$ cat config.mk
export PLATFORM = sky130hd
export DESIGN_NAME = pcv_gen
export DESIGN_NICKNAME = d
export VERILOG_FILES = /design/src/rtl/pcv_pkg.sv /design/src/rtl/pcv_prefix_count.sv /design/src/rtl/pcv_size_map.sv /design/src/rtl/pcv_gen.sv
export SDC_FILE = /design/constraint.sdc
export NUM_CORES = 1
export LEC_CHECK = 0
export BUFFER_PORTS_ARGS = -buffer_cell sky130_fd_sc_hd__clkbuf_2
export CORE_MARGIN = 5
export CORE_UTILIZATION = 45
export CTS_CLUSTER_DIAMETER = 120
export CTS_CLUSTER_SIZE = 14
export DETAILED_ROUTE_END_ITERATION = 8
export HOLD_SLACK_MARGIN = 0.03
export PLACE_DENSITY = 0.61
export REMOVE_ABC_BUFFERS = 1
export SLEW_MARGIN = 15
export SYNTH_ARGS = -nofsm -noshare
export SYNTH_HDL_FRONTEND = slang
export SYNTH_HIERARCHICAL = 1
export SYNTH_SLANG_ARGS = --single-unit
export TNS_END_PERCENT = 20
$ cat constraint.sdc
create_clock -name clk -period 11.9 [get_ports clk]
set_input_delay 0.595 -clock clk [delete_from_list [all_inputs] [get_ports clk]]
set_output_delay 0.595 -clock clk [all_outputs]
set_load 0.03 [all_outputs]
$ cat src/rtl/pcv_pkg.sv
package pcv_pkg;

  typedef enum logic [1:0] {
    MODE_BE_EXPAND   = 2'd0,
    MODE_BE_COMPRESS = 2'd1,
    MODE_LE_EXPAND   = 2'd2,
    MODE_LE_COMPRESS = 2'd3
  } pcv_mode_e;

  localparam int NUM_SIZES = 4;

  function automatic logic imm_is_legal(input logic [4:0] imm);
    return imm[4:2] == 3'b000;
  endfunction

endpackage

$ cat src/rtl/pcv_prefix_count.sv
module pcv_prefix_count #(
  parameter int N = 16,
  localparam int CW = $clog2(N + 1)
) (
  input  logic [N-1:0]  flag,
  output logic [CW-1:0] cnt_below [N],
  output logic [CW-1:0] cnt_above [N]
);

  logic [CW-1:0] acc_lo;
  logic [CW-1:0] acc_hi;

  // exclusive prefix count from element 0 upward
  always_comb begin
    acc_lo = '0;
    for (int e = 0; e < N; e++) begin
      cnt_below[e] = acc_lo;
      acc_lo = acc_lo + CW'(flag[e]);
    end
  end

  // exclusive suffix count from the last element downward
  always_comb begin
    acc_hi = '0;
    for (int e = N - 1; e >= 0; e--) begin
      cnt_above[e] = acc_hi;
      acc_hi = acc_hi + CW'(flag[e]);
    end
  end

endmodule

$ cat src/rtl/pcv_size_map.sv
module pcv_size_map
  import pcv_pkg::*;
#(
  parameter int NBYTES = 16,
  parameter int ESZ    = 1,
  localparam int NE    = NBYTES / ESZ,
  localparam int CW    = $clog2(NE + 1),
  localparam int IDXW  = $clog2(NBYTES),
  localparam int W     = 8 * NBYTES
) (
  input  logic [NBYTES-1:0] byte_msb,
  input  pcv_mode_e         mode,
  output logic [W-1:0]      res
);

  logic [NE-1:0] flag;
  logic [CW-1:0] cnt_below [NE];
  logic [CW-1:0] cnt_above [NE];
  logic [7:0]    r [NBYTES];
  logic          unused_msb;

  assign unused_msb = ^byte_msb;

  // the mask bit of an element sits in its first (most significant) byte
  for (genvar e = 0; e < NE; e++) begin : g_flag
    assign flag[e] = byte_msb[e*ESZ];
  end

  pcv_prefix_count #(.N(NE)) u_count (
    .flag      (flag),
    .cnt_below (cnt_below),
    .cnt_above (cnt_above)
  );

  always_comb begin
    for (int p = 0; p < NBYTES; p++) begin
      case (mode)
        MODE_BE_EXPAND: r[p] = 8'(NBYTES + p);
        MODE_LE_EXPAND: r[p] = 8'(2*NBYTES - 1 - p);
        default:        r[p] = 8'd0;
      endcase
    end
    for (int e = 0; e < NE; e++) begin
      if (flag[e]) begin
        for (int m = 0; m < ESZ; m++) begin
          case (mode)
            MODE_BE_EXPAND:
              r[IDXW'(e*ESZ + m)] = 8'(int'(cnt_below[e])*ESZ + m);
            MODE_BE_COMPRESS:
              r[IDXW'(int'(cnt_below[e])*ESZ + m)] = 8'(e*ESZ + m);
            MODE_LE_EXPAND:
              r[IDXW'(e*ESZ + m)] = 8'(int'(cnt_above[e])*ESZ + ESZ - 1 - m);
            default:
              r[IDXW'(NBYTES - (int'(cnt_above[e]) + 1)*ESZ + m)] =
                8'(NBYTES - (e + 1)*ESZ + ESZ - 1 - m);
          endcase
        end
      end
    end
  end

  for (genvar p = 0; p < NBYTES; p++) begin : g_pack
    assign res[W-1-8*p -: 8] = r[p];
  end

endmodule

$ cat src/rtl/pcv_gen.sv
module pcv_gen
  import pcv_pkg::*;
#(
  parameter int NBYTES = 16,
  localparam int W     = 8 * NBYTES
) (
  input  logic         clk,
  input  logic         rst,
  input  logic         in_valid,
  input  logic [W-1:0] in_vec,
  input  logic [1:0]   size_sel,
  input  logic [4:0]   imm,
  output logic         out_valid,
  output logic [W-1:0] out_vec,
  output logic         out_illegal
);

  logic [NBYTES-1:0] byte_msb;
  logic [W-1:0]      map_res [NUM_SIZES];
  logic              legal;
  logic              unused_payload;
  pcv_mode_e         mode;

  assign unused_payload = ^in_vec;
  assign legal          = imm_is_legal(imm);
  assign mode           = pcv_mode_e'(imm[1:0]);

  for (genvar p = 0; p < NBYTES; p++) begin : g_msb
    assign byte_msb[p] = in_vec[W-1-8*p];
  end

  // one mapper per element size: 1, 2, 4, 8 bytes
  for (genvar s = 0; s < NUM_SIZES; s++) begin : g_size
    pcv_size_map #(.NBYTES(NBYTES), .ESZ(1 << s)) u_map (
      .byte_msb (byte_msb),
      .mode     (mode),
      .res      (map_res[s])
    );
  end

  always_ff @(posedge clk) begin
    if (rst) begin
      out_valid   <= 1'b0;
      out_illegal <= 1'b0;
      out_vec     <= '0;
    end else begin
      out_valid   <= in_valid;
      out_illegal <= in_valid && !legal;
      if (in_valid) out_vec <= legal ? map_res[size_sel] : '0;
    end
  end

  a_r2_valid_follows: assert property (@(posedge clk) disable iff (rst)
    in_valid |=> out_valid);

  a_r2_single_pulse: assert property (@(posedge clk) disable iff (rst)
    !in_valid |=> !out_valid);

  a_r2_hold_idle: assert property (@(posedge clk) disable iff (rst)
    !in_valid |=> $stable(out_vec));

  a_r8_illegal_zero: assert property (@(posedge clk) disable iff (rst)
    out_illegal |-> (out_vec == '0) && out_valid);

  a_r8_flag_raised: assert property (@(posedge clk) disable iff (rst)
    (in_valid && imm[4:2] != 3'b000) |=> out_illegal);

endmodule

==> flow_summary_export.csv <==
group,metric,value,unit
status,outcome,"finished clean",
pwr,p_switching,0.00403,W
pwr,pwr_density_cell,266,nW/um^2
worst_setup_path,start_kind,"primary input",
cts,ctsResizeCount,0,
routing,firstDrtPassIters,6,
worst_setup_path,cp.buffers_inverters,4,
pwr,ir_worst_vdd,0.292,mV
placement,gp_congestion,1.06,
timing,finalHoldViolations,0,
cells_and_area,multi_input_area,20200,sq um
cells_and_area,register_area,2600,sq um
global_route,gr-total-overflow,0,
cells_and_area,nNetsFinal,3480,
cells_and_area,instances_no_fill,3978,
worst_setup_path,critPathKind,"primary input to register",
worst_hold_path,hold_class,"register to register",
placement,io_buffer_count,155,
pwr,swShare,0.581,
floorplanning,die_h,252,um
worst_setup_path,r2r-start,"out_vec[120]$_SDFFE_PP0P_",
timing,period_minus_slack,9850,ps
floorplanning,fp.coreArea,57900,sq um
yosys,synth-warning-count,6,
floorplanning,die_area,63600,sq um
yosys,syn-instance-count,3324,
routing,viasPerCell,6.43,
timing,maxSlewViolCount,0,
timing,period_share,0.828,
worst_hold_path,whs_endpoint,"out_vec[94]$_SDFFE_PP0P_",
routing,finalWirelength,101000,um
pwr,seqPwrFrac,0.065,
timing,fmaxAchievable,101,MHz
floorplanning,initial_core_util,0.456,
cells_and_area,drive_gt1_frac,0.153,
worst_setup_path,end_kind,"register",
cts,cts_max_path_buffers,2,
cts,clk_pin_slew,60,ps
floorplanning,num_rows,88,
cts,numCtsBuffers,17,
worst_hold_path,hp-start,"out_vec[94]$_SDFFE_PP0P_",
worst_setup_path,rrSetupSlack,11190,ps
global_route,track_usage,0.304,
worst_hold_path,hold_path_depth,1,
cts,clock-sinks,130,
cts,cts_tree,"built",
routing,vias,25583,
routing,drt_iter0_markers,3402,
cells_and_area,fillers,6049,
routing,ant_nets,0,
cts,cts_setup_buffers,0,
cts,insertion_delay,490,ps
placement,hpwl,79300,um
worst_setup_path,worst_path_largest_cell_delay,570,ps
cts,cts_max_level,4,
cts,root_buffer,"clkbuf_16",
timing,tightest_slew,1150,ps
timing,setup_viol,0,
run,cap_violations,0,
pwr,p_leak,11.0,nW
timing,final.setup_skew,0,ps
global_route,grt_start_max_net_pins,92,
floorplanning,io_pins,268,
timing,max_slew_margin,0.228,
timing,finalSetupTns,0,ps
yosys,syn_avg_cell_area,7.94,sq um
routing,routedWlPerCell,25.4,um
global_route,grt_pass1_vias,23608,
routing,drc_errors,0,
pwr,p_clk_frac,0.078,
worst_setup_path,crit_family,"adder cells",
pwr,power_frac_comb,0.858,
timing,rsz0062_at_grt,"false",
worst_setup_path,required,12280,ps
worst_setup_path,slowest_stage,"ha_1",
worst_setup_path,path_common_cell,"ha_1",
yosys,syn_area,26400,sq um
placement,placedCellCount,3943,
worst_setup_path,crit_fanout,13,
worst_setup_path,r2r-end,"out_vec[120]$_SDFFE_PP0P_",
global_route,antenna_found_initial,7,
worst_setup_path,critical_path_arrival,10230,ps
cells_and_area,syn_to_final_growth,-1.10,%
global_route,grt_pass1_wl,150000,um
floorplanning,die_x,252,um
cts,postCtsHoldBufs,0,
pwr,p_int,0.00291,W
worst_setup_path,r2r_cells,1,
[state kept, by name (all words and copies together) (netlist names)]
signal and count:
out_illegal 1, out_valid 1, out_vec 128
[placed cells by master (no fill, tap or decap), drive strengths merged, types with 21 or more instances in the layout]
master and instances:
xnor2 83, nand3b 29, o21ai 134, conb 222, dfxtp 130, inv 154, a211oi 30, mux2i 28
a32o 132, a31oi 45, or2 21, xor2 53, nand2 264, and2 36, o22ai 21, nand3 136
nand4b 22, a21oi 149, ha 138, and3 49, nand4 55, nor3b 34, mux4 128, nor4 32
clkbuf 169, nor2b 66, or3 25, buf 56, nor2 195, o211ai 29, nor3 104, nand2b 60
[through the flow]
step | utilization | worst slack, ps | instance area (sq um) | total power (W) | hold slack (ps)
after floorplan | - | 2650 | 23400 | 0.00452 | 675
after global placement | 0.441 | 1740 | 25500 | 0.00618 | 446
after detailed placement | 0.441 | 1790 | 25500 | 0.00620 | 454
after CTS | 0.451 | 2290 | 26100 | 0.00679 | 470
after global routing | 0.451 | 1780 | 26100 | 0.00738 | 479
final | 0.451 | 2050 | 26100 | 0.00694 | 463
[worst max path at each step]
stage / startpoint / endpoint / slack (ps) / depth (start not counted)
final: in_vec[7] / out_vec[83]$_SDFFE_PP0P_ / 2050 / 28
after global routing: in_vec[119] / out_vec[65]$_SDFFE_PP0P_ / 1780 / 26
after global placement: in_vec[7] / out_vec[83]$_SDFFE_PP0P_ / 1740 / 30
after floorplan: in_vec[23] / out_vec[114]$_SDFFE_PP0P_ / 2650 / 28
after CTS: in_vec[7] / out_vec[83]$_SDFFE_PP0P_ / 2290 / 30
after detailed placement: in_vec[7] / out_vec[83]$_SDFFE_PP0P_ / 1790 / 28
[area by class of cell]
cell class,count,area share
inverters,147,0.0211
clock inverters,14,0.00551
clock buffers,18,0.0164
diodes,3,0.000287
repair buffers,207,0.0458
multi-input cells,2694,0.775
well taps,765,0.0367
flip-flops and latches,130,0.0997
[per-layer routing]
layer,wire length [um],vias up,global-route usage
met2,45800,1222,0.484
met5,13,-,0
met1,41000,12454,0.399
li1,-,11647,-
met3,8840,258,0.0639
met4,5320,2,0.135
[power groups by stage]
| stage | sequential, W | combinational [W] | clock [W] |
|---|---|---|---|
| after global routing | 0.000449 | 0.00636 | 0.000571 |
| final | 0.000448 | 0.00595 | 0.000538 |
| after detailed placement | 0.000458 | 0.00574 | 0 |
| after CTS | 0.000448 | 0.00578 | 0.000560 |
| after global placement | 0.000458 | 0.00572 | 0 |
| after floorplan | 0.000473 | 0.00405 | 0 |
Note: power is estimated with default switching activity, not from simulation.
